File: config.mk
export PLATFORM = sky130hd
export DESIGN_NAME = agu_lsu
export DESIGN_NICKNAME = d
export VERILOG_FILES = /design/src/rtl/agu_pkg.sv /design/src/rtl/agu_offset.sv /design/src/rtl/agu_addr.sv /design/src/rtl/agu_data.sv /design/src/rtl/agu_lsu.sv
export SDC_FILE = /design/constraint.sdc
export NUM_CORES = 1
export LEC_CHECK = 0
export BUFFER_PORTS_ARGS = -buffer_cell sky130_fd_sc_hd__buf_2
export CAP_MARGIN = 25
export CORE_ASPECT_RATIO = 0.6
export CORE_MARGIN = 8
export CORE_UTILIZATION = 25
export CTS_BUF_LIST = sky130_fd_sc_hd__clkbuf_4
export DETAILED_ROUTE_END_ITERATION = 8
export PLACE_DENSITY = 0.47
export SYNTH_ARGS = -nofsm -noshare
export SYNTH_HDL_FRONTEND = slang
export SYNTH_SLANG_ARGS = --single-unit
File: constraint.sdc
create_clock -name clk -period 21.3 [get_ports clk]
set_input_delay 2.13 -clock clk [delete_from_list [all_inputs] [get_ports clk]]
set_output_delay 2.13 -clock clk [all_outputs]
set_load 0.02 [all_outputs]
File: src/rtl/agu_pkg.sv
// Shared encodings for the load/store address generator.
// Assumes 2-bit codes on all selector inputs.
package agu_pkg;
    typedef enum logic [1:0] {
        SZ_B = 2'd0,
        SZ_H = 2'd1,
        SZ_W = 2'd2,
        SZ_D = 2'd3
    } acc_size_e;

    typedef enum logic [1:0] {
        AM_OFFSET = 2'd0,
        AM_PRE    = 2'd1,
        AM_POST   = 2'd2,
        AM_RSVD   = 2'd3
    } addr_mode_e;

    typedef enum logic [1:0] {
        OS_UIMM  = 2'd0,
        OS_INDEX = 2'd1,
        OS_SIMM  = 2'd2,
        OS_NONE  = 2'd3
    } off_src_e;
endpackage

File: src/rtl/agu_offset.sv
// Offset former: picks the scaled unsigned immediate, the extended and
// optionally scaled index, or the sign-extended unscaled immediate.
// Assumes AW > 32 so that the 32-bit zero-extend option is meaningful.
module agu_offset
    import agu_pkg::*;
#(
    parameter int AW     = 64,
    parameter int UIMM_W = 12,
    parameter int SIMM_W = 9
) (
    input  logic [UIMM_W-1:0] uimm,
    input  logic [SIMM_W-1:0] simm,
    input  logic [AW-1:0]     index,
    input  off_src_e          src,
    input  logic              idx_uxtw,
    input  logic              idx_scale,
    input  acc_size_e         size,
    output logic [AW-1:0]     offset
);
    localparam int WORD_W = 32;

    logic [AW-1:0] uimm_ext;
    logic [AW-1:0] simm_ext;
    logic [AW-1:0] idx_ext;

    // Widen both immediates and the optionally narrowed index.
    always_comb begin
        uimm_ext = {{(AW-UIMM_W){1'b0}}, uimm};
        simm_ext = {{(AW-SIMM_W){simm[SIMM_W-1]}}, simm};
        idx_ext  = idx_uxtw ? {{(AW-WORD_W){1'b0}}, index[WORD_W-1:0]} : index;
    end

    // Select the offset source and apply the size scale where it belongs.
    always_comb begin
        unique case (src)
            OS_UIMM:  offset = uimm_ext << size;
            OS_INDEX: offset = idx_scale ? (idx_ext << size) : idx_ext;
            OS_SIMM:  offset = simm_ext;
            default:  offset = '0;
        endcase
    end
endmodule

File: src/rtl/agu_addr.sv
// Address and writeback former: applies the addressing mode to base and
// offset and derives the pair's second address. Assumes wrap-around adds.
module agu_addr
    import agu_pkg::*;
#(
    parameter int AW          = 64,
    parameter int PAIR_STRIDE = 8
) (
    input  logic [AW-1:0] base,
    input  logic [AW-1:0] offset,
    input  addr_mode_e    mode,
    input  logic          pair,
    output logic [AW-1:0] ea,
    output logic [AW-1:0] ea2,
    output logic          wb_en,
    output logic [AW-1:0] wb_val
);
    logic [AW-1:0] sum;

    // Updated base is always base plus offset; only the mode decides its use.
    always_comb sum = base + offset;

    // Mode decode: post-index accesses the old base, the others the sum.
    always_comb begin
        wb_val = sum;
        unique case (mode)
            AM_PRE:  begin ea = sum;  wb_en = 1'b1; end
            AM_POST: begin ea = base; wb_en = 1'b1; end
            default: begin ea = sum;  wb_en = 1'b0; end
        endcase
    end

    // Second element of a pair follows the first by the register stride.
    always_comb ea2 = pair ? ea + AW'(PAIR_STRIDE) : ea;

    // in post-index the access address must differ from the written base
    // exactly by the offset.
    always_comb begin
        if (mode == AM_POST)
            a_r5_post_gap: assert (wb_val - ea == offset);
    end
endmodule

File: src/rtl/agu_data.sv
// Data shaper: extends load data to the destination width and trims store
// data to the access size with a byte-lane mask. Assumes DW = 64.
module agu_data
    import agu_pkg::*;
#(
    parameter int DW = 64
) (
    input  acc_size_e       size,
    input  logic            is_load,
    input  logic            ld_signed,
    input  logic            dst64,
    input  logic [DW-1:0]   rdata,
    input  logic [DW-1:0]   wdata,
    output logic [DW-1:0]   ld_result,
    output logic [DW-1:0]   st_data,
    output logic [DW/8-1:0] st_be
);
    localparam int NB   = DW / 8;
    localparam int NB_W = $clog2(NB) + 1;
    localparam int HW   = 32;

    logic [NB_W-1:0] nbytes;
    logic [NB-1:0]   lane_on;
    logic [DW-1:0]   mask;
    logic            sbit;
    logic [DW-1:0]   val_z;
    logic [DW-1:0]   val_s;

    // Byte count of the access.
    always_comb nbytes = NB_W'(1) << size;

    // One enable and one 8-bit mask slice per byte lane.
    for (genvar i = 0; i < NB; i++) begin : g_lane
        assign lane_on[i]         = NB_W'(i) < nbytes;
        assign mask[8*i +: 8]     = {8{lane_on[i]}};
    end

    // Sign bit of the loaded field for each size.
    always_comb begin
        unique case (size)
            SZ_B:    sbit = rdata[7];
            SZ_H:    sbit = rdata[15];
            SZ_W:    sbit = rdata[31];
            default: sbit = rdata[DW-1];
        endcase
    end

    // Zero-extended and fully sign-extended forms of the field.
    always_comb begin
        val_z = rdata & mask;
        val_s = val_z | (sbit ? ~mask : '0);
    end

    // Choose the load result by size, signedness and destination width.
    always_comb begin
        if (!is_load)
            ld_result = '0;
        else if (size == SZ_D)
            ld_result = dst64 ? rdata : {{(DW-HW){1'b0}}, rdata[HW-1:0]};
        else if (!ld_signed)
            ld_result = val_z;
        else if (dst64)
            ld_result = val_s;
        else if (size == SZ_W)
            ld_result = val_z;
        else
            ld_result = {{(DW-HW){1'b0}}, val_s[HW-1:0]};
    end

    // Store side: trimmed data and lane enables, silent for loads.
    always_comb begin
        st_data = is_load ? '0 : (wdata & mask);
        st_be   = is_load ? '0 : lane_on;
    end

    // a narrow destination never carries upper bits.
    always_comb begin
        if (is_load && !dst64)
            a_r8_dst32_upper_zero: assert (ld_result[DW-1:HW] == '0);
    end

    // store lane count matches the access size.
    always_comb begin
        if (!is_load)
            a_r9_be_count: assert ($countones(st_be) == int'(nbytes));
    end
endmodule

File: src/rtl/agu_lsu.sv
// Top of the load/store address generator: forms the offset, applies the
// addressing mode, shapes the data and registers all results one cycle.
// Synchronous active-low reset; outputs hold while no request arrives.
module agu_lsu
    import agu_pkg::*;
#(
    parameter int AW          = 64,
    parameter int DW          = 64,
    parameter int UIMM_W      = 12,
    parameter int SIMM_W      = 9,
    parameter int PAIR_STRIDE = 8
) (
    input  logic              clk,
    input  logic              rst_n,
    input  logic              in_valid,
    input  logic [AW-1:0]     base,
    input  logic [UIMM_W-1:0] uimm,
    input  logic [SIMM_W-1:0] simm,
    input  logic [AW-1:0]     index,
    input  logic [1:0]        off_sel,
    input  logic              idx_uxtw,
    input  logic              idx_scale,
    input  logic [1:0]        mode,
    input  logic [1:0]        size,
    input  logic              is_load,
    input  logic              ld_signed,
    input  logic              dst64,
    input  logic              pair,
    input  logic [DW-1:0]     rdata,
    input  logic [DW-1:0]     wdata,
    output logic              out_valid,
    output logic [AW-1:0]     ea,
    output logic [AW-1:0]     ea2,
    output logic              wb_en,
    output logic [AW-1:0]     wb_val,
    output logic [DW-1:0]     ld_result,
    output logic [DW-1:0]     st_data,
    output logic [DW/8-1:0]   st_be
);
    localparam int NB = DW / 8;

    logic [AW-1:0] offset_c;
    logic [AW-1:0] ea_c, ea2_c, wb_val_c;
    logic          wb_en_c;
    logic [DW-1:0] ld_c, st_c;
    logic [NB-1:0] be_c;

    agu_offset #(.AW(AW), .UIMM_W(UIMM_W), .SIMM_W(SIMM_W)) u_off (
        .uimm      (uimm),
        .simm      (simm),
        .index     (index),
        .src       (off_src_e'(off_sel)),
        .idx_uxtw  (idx_uxtw),
        .idx_scale (idx_scale),
        .size      (acc_size_e'(size)),
        .offset    (offset_c)
    );

    agu_addr #(.AW(AW), .PAIR_STRIDE(PAIR_STRIDE)) u_addr (
        .base   (base),
        .offset (offset_c),
        .mode   (addr_mode_e'(mode)),
        .pair   (pair),
        .ea     (ea_c),
        .ea2    (ea2_c),
        .wb_en  (wb_en_c),
        .wb_val (wb_val_c)
    );

    agu_data #(.DW(DW)) u_data (
        .size      (acc_size_e'(size)),
        .is_load   (is_load),
        .ld_signed (ld_signed),
        .dst64     (dst64),
        .rdata     (rdata),
        .wdata     (wdata),
        .ld_result (ld_c),
        .st_data   (st_c),
        .st_be     (be_c)
    );

    // Output register: clear on reset, capture on a request, else hold data.
    always_ff @(posedge clk) begin
        if (!rst_n) begin
            out_valid <= 1'b0;
            ea        <= '0;
            ea2       <= '0;
            wb_en     <= 1'b0;
            wb_val    <= '0;
            ld_result <= '0;
            st_data   <= '0;
            st_be     <= '0;
        end else begin
            out_valid <= in_valid;
            if (in_valid) begin
                ea        <= ea_c;
                ea2       <= ea2_c;
                wb_en     <= wb_en_c;
                wb_val    <= wb_val_c;
                ld_result <= ld_c;
                st_data   <= st_c;
                st_be     <= be_c;
            end
        end
    end

    // reset empties the output stage.
    a_r1_reset_clears: assert property (@(posedge clk)
        !rst_n |=> !out_valid && ea == '0 && st_be == '0);

    // a request yields a valid result one cycle later.
    a_r10_valid_next: assert property (@(posedge clk) disable iff (!rst_n)
        in_valid |=> out_valid);

    // no request, no valid, and data holds.
    a_r10_idle_holds: assert property (@(posedge clk) disable iff (!rst_n)
        !in_valid |=> !out_valid && $stable(ea) && $stable(wb_val));

    // post-index accesses the base that came in.
    a_r5_post_old_base: assert property (@(posedge clk) disable iff (!rst_n)
        in_valid && mode == 2'd2 |=> ea == $past(base) && wb_en);

    // plain offset mode never writes the base back.
    a_r5_no_wb_offset: assert property (@(posedge clk) disable iff (!rst_n)
        in_valid && mode == 2'd0 |=> !wb_en);

    // pair second address follows the first by the stride.
    a_r6_pair_stride: assert property (@(posedge clk) disable iff (!rst_n)
        in_valid && pair |=> ea2 == ea + AW'(PAIR_STRIDE));
endmodule

==> results.py <==
metrics = {
    "pwr": {
        "p_int_mw": 1.161,
        "p_switching_mw": 0.8058,
        "vdd_drop_max_mv": 0.03639,
        "pwr-share-seq_pct": 34.7,
        "clock_power_share_pct": 28.4,
        "p_sw_share_pct": 40.97,
        "comb_power_share_pct": 36.9,
        "leakage_nw": 11.78,
        "total_power_mw": 1.967,
        "power_density_mw_per_mm2": 73.26,
    },
    "finish": {
        "finish.utilization_pct": 30.85,
        "area_growth_pct": 23.10,
        "fin_nets": 3698,
        "fin_area_sq_mm": 0.02685,
        "regArea_sq_mm": 0.006506,
        "fill_cells": 9684,
        "multi_input_area_sq_mm": 0.01432,
        "drive_gt1_share_pct": 26.86,
    },
    "timing": {
        "drv_slew": 0,
        "finClkSkew_ns": 0,
        "final-setup-viol-count": 0,
        "setup_tns_ns": 0,
        "final.min_clock_period_ns": 8.939,
        "clock.fmax_mhz": 111.9,
        "grt_setup_unrepaired": "false",
        "final-hold-violation-count": 0,
        "fin_crit_sh_pct": 41.97,
        "timing_worst_slew_pin_value_ns": 1.175,
        "slew_headroom_pct": 20.84,
    },
    "logic_synthesis": {
        "synth_cell_types": 109,
        "synth_fa_ha_area_share_pct": 3.821,
        "synth.top_cell.area_share_pct": 29.83,
        "yosys_warnings": 0,
        "ys_top_cells_by_area": "dfxtp_1 30%, nor2_1 7.5%, mux2i_1 7.4%, o21ai_0 5.1%, a21oi_1 4.8%",
        "synth_top_area_cell": "dfxtp_1",
        "syn_inst": 2815,
        "synth_edf_count": 0,
        "syn_nets": 3173,
        "synth_compound_area_share_pct": 25.62,
        "synthMuxAreaShare_pct": 10.35,
        "synth_top_family_by_area": "compound AO/OA/AOI/OAI gates",
        "synthSimpleGateAreaFrac_pct": 22.07,
        "syn_area_sq_mm": 0.02181,
        "avgSynthCellArea_sq_um": 7.747,
        "synthXorXnorAreaFrac_pct": 3.655,
        "synth-seq-cells": 325,
        "ys_seq_area_share_pct": 29.83,
        "synth_ff_type": "dfxtp_1",
        "ys_async_sr_fraction_pct": 0,
    },
    "worst_setup_path": {
        "cp_top_family": "simple AND/OR/NAND/NOR gates",
        "path_buf_inv": 2,
        "start_kind": "input port",
        "crit_path_end_kind": "register",
        "worstSetupPathType": "input port to register",
        "worstPathMaxFanout": 69,
        "crit_chain": "buf_4 -> buf_4 -> nand2_1 -> or3_1 -> o2111ai_1 -> o21ai_0 -> o21ai_0 -> ha_1 -> a211oi_4 -> o21ai_4 -> a311oi_2 -> xnor2_1 -> mux2i_1 -> nand4b_2 -> nor4_2 -> nor2b_1 -> nand2_1 -> nor4_4 -> nand4b_1 -> mux2_1",
        "worst_ep_arrival_time_ns": 9.75,
        "cpPeakStageDelay_ns": 0.82,
        "worst_ep_required_time_ns": 22.11,
        "slowest_stage": "buf_4",
    },
    "global_route": {
        "grt_pass1_vias": 21865,
        "grt_max_degree": 173,
        "grt_pass1_wl_microns": 158000,
        "grt_overflow": 0,
        "grt_usage_pct": 21.71,
        "antenna_found_initial": 26,
        "grtUsageMet1_pct": 32.09,
        "busiest_layer": "met1",
        "grt_use_met3_pct": 8.484,
        "grtUsageMet2_pct": 29.11,
    },
    "clocking": {
        "root_buffer": "clkbuf_4",
        "htree_num_levels": 3,
        "insertion_delay_ns": 0.87,
        "clk_pin_slew_worst_paths_ns": 0.07,
        "cts_setup_buffers": 0,
        "numCtsBuffers": 90,
        "clk_path_buf_depth": 3,
        "cts_hold_buffers": 0,
        "cts_tree": "yes",
        "post_cts_resized": 0,
        "cts_sinks": 325,
    },
    "placement": {
        "placed_area_sq_mm": 0.02572,
        "hpwl_microns": 89610,
        "gp_congestion": 0.9522,
        "io_buffers": 621,
    },
    "die": {
        "initial_core_util_pct": 25.06,
        "design.core.area_sq_mm": 0.08702,
        "die_h_microns": 244.8,
        "die_area_sq_mm": 0.09725,
        "ios": 622,
        "fp.dieW_microns": 397.3,
        "core.rowCount": 84,
    },
    "route": {
        "firstDrtPassIters": 5,
        "vias": 23968,
        "vias_per_cell": 5.252,
        "drt_iter0_drc": 2381,
        "detail-route-antenna-nets": 0,
        "wl_per_cell_microns": 24.69,
        "wl_microns": 112700,
        "drc_errors": 0,
    },
    "run": {
        "max_cap_violations": 0,
    },
    "status": {
        "status": "finished clean",
    },
    "min_path": {
        "min_path_type": "register to register",
    },
}
==> cells in the final DEF, fill, tap and decap left out, types with 18 or more instances in the layout <==
master and n:
mux2_2 19, o221ai_1 18, a21oi_1 211, o21a_1 27
nor2b_1 48, o21ai_0 223, xnor2_1 55, mux4_2 18
dfxtp_1 325, a211oi_1 61, nor3_1 44, nand4_1 48
a21o_1 29, nand2_1 229, a22oi_1 77, clkbuf_4 133
mux2i_1 160, nand3_1 53, xor2_1 36, buf_4 30
buf_2 618, a31oi_1 25, ha_1 64, nor2_1 436
o22ai_1 39, inv_1 18, and2_1 27
==> power groups by stage <==
stage          clock, mW  combinational, mW  sequential, mW
2_1_floorplan          0              0.378           0.749
3_3_place_gp           0              0.713           0.696
3_5_place_dp           0              0.711           0.695
4_1_cts            0.591              0.713           0.682
5_1_grt            0.619              0.778           0.687
6_report           0.559              0.726           0.682
==> state kept, by name (all words and copies together) (netlist names) <==
signal	count
ld_result	64
wb_val	64
out_valid	1
ea2	61
st_data	64
wb_en	1
ea	64
st_be	6
==> per-layer routing <==
layer | routed length (microns) | vias up | part of all wire, %
li1 | - | 11372 | -
met1 | 54060 | 11334 | 48
met2 | 43960 | 1095 | 39
met3 | 12180 | 145 | 11
met4 | 2376 | 22 | 2.1
met5 | 140 | - | 0.12
==> metrics by stage <==
step / hold slack, ns / setup slack (ns) / cells
2_1_floorplan: 0.5304 / 13.19 / 2815
3_3_place_gp: 0.4461 / 11.70 / 4399
3_5_place_dp: 0.4491 / 11.59 / 4400
4_1_cts: 0.4586 / 12.62 / 4544
5_1_grt: 0.4703 / 12.08 / 4559
6_report: 0.4542 / 12.36 / 4564
==> cell usage after synthesis, types with 14 or more instances <==
cell        n
a211oi_1   61
a21o_1     29
a21oi_1   211
a22oi_1    77
a31oi_1    25
and2_1     27
and3_1     16
buf_1      18
buf_2      26
clkbuf_1  168
dfxtp_1   325
ha_1       65
inv_1      20
mux2_2     19
mux2i_1   161
mux4_2     18
nand2_1   229
nand2b_1   17
nand3_1    53
nand4_1    48
nor2_1    437
nor2b_1    49
nor3_1     44
nor4_1     16
o211ai_1   16
o21a_1     27
o21ai_0   223
o221ai_1   18
o22ai_1    39
or2_2      14
xnor2_1    55
xor2_1     36
==> final timing paths <==
| check | start | end | slack (ns) | depth (start not counted) |
|---|---|---|---|---|
| worst max register to register | ea2[62]$_SDFFE_PN0P_ | ea2[62]$_SDFFE_PN0P_ | 20.27 | 4 |
| worst min-delay path | ld_result[33]$_SDFFE_PN0P_ | ld_result[33]$_SDFFE_PN0P_ | 0.45 | 2 |
| worst min register to register | ld_result[33]$_SDFFE_PN0P_ | ld_result[33]$_SDFFE_PN0P_ | 0.45 | 2 |
| worst max-delay path | size[0] | ea2[60]$_SDFFE_PN0P_ | 12.36 | 20 |
==> logic make-up (layout without fill, tap and decap cells) <==
logic type / Yosys count / in the layout
compound gates: 866 / 866
xor+xnor: 91 / 91
fa+ha+maj: 66 / 66
buf+inv: 246 / 823
flops: 325 / 325
mux: 200 / 200
other cells: 0 / 11
simple gates: 1021 / 1021
==> tightest hold or removal path, cell delays in order (launching register included) <==
cell and delay, ns:
dfxtp_1 0.31, nand2_1 0.05, a21oi_1 0.05
==> final cells by class <==
class	count	area share, %
diodes	11	0.1025
clock buffers	127	3.551
clock inverters	17	0.3076
inverters	22	0.3542
multi-input cells	2244	53.34
flip-flops and latches	325	24.23
well taps	1161	5.411
repair buffers	657	12.70
Note: power is estimated with default switching activity, not from simulation.
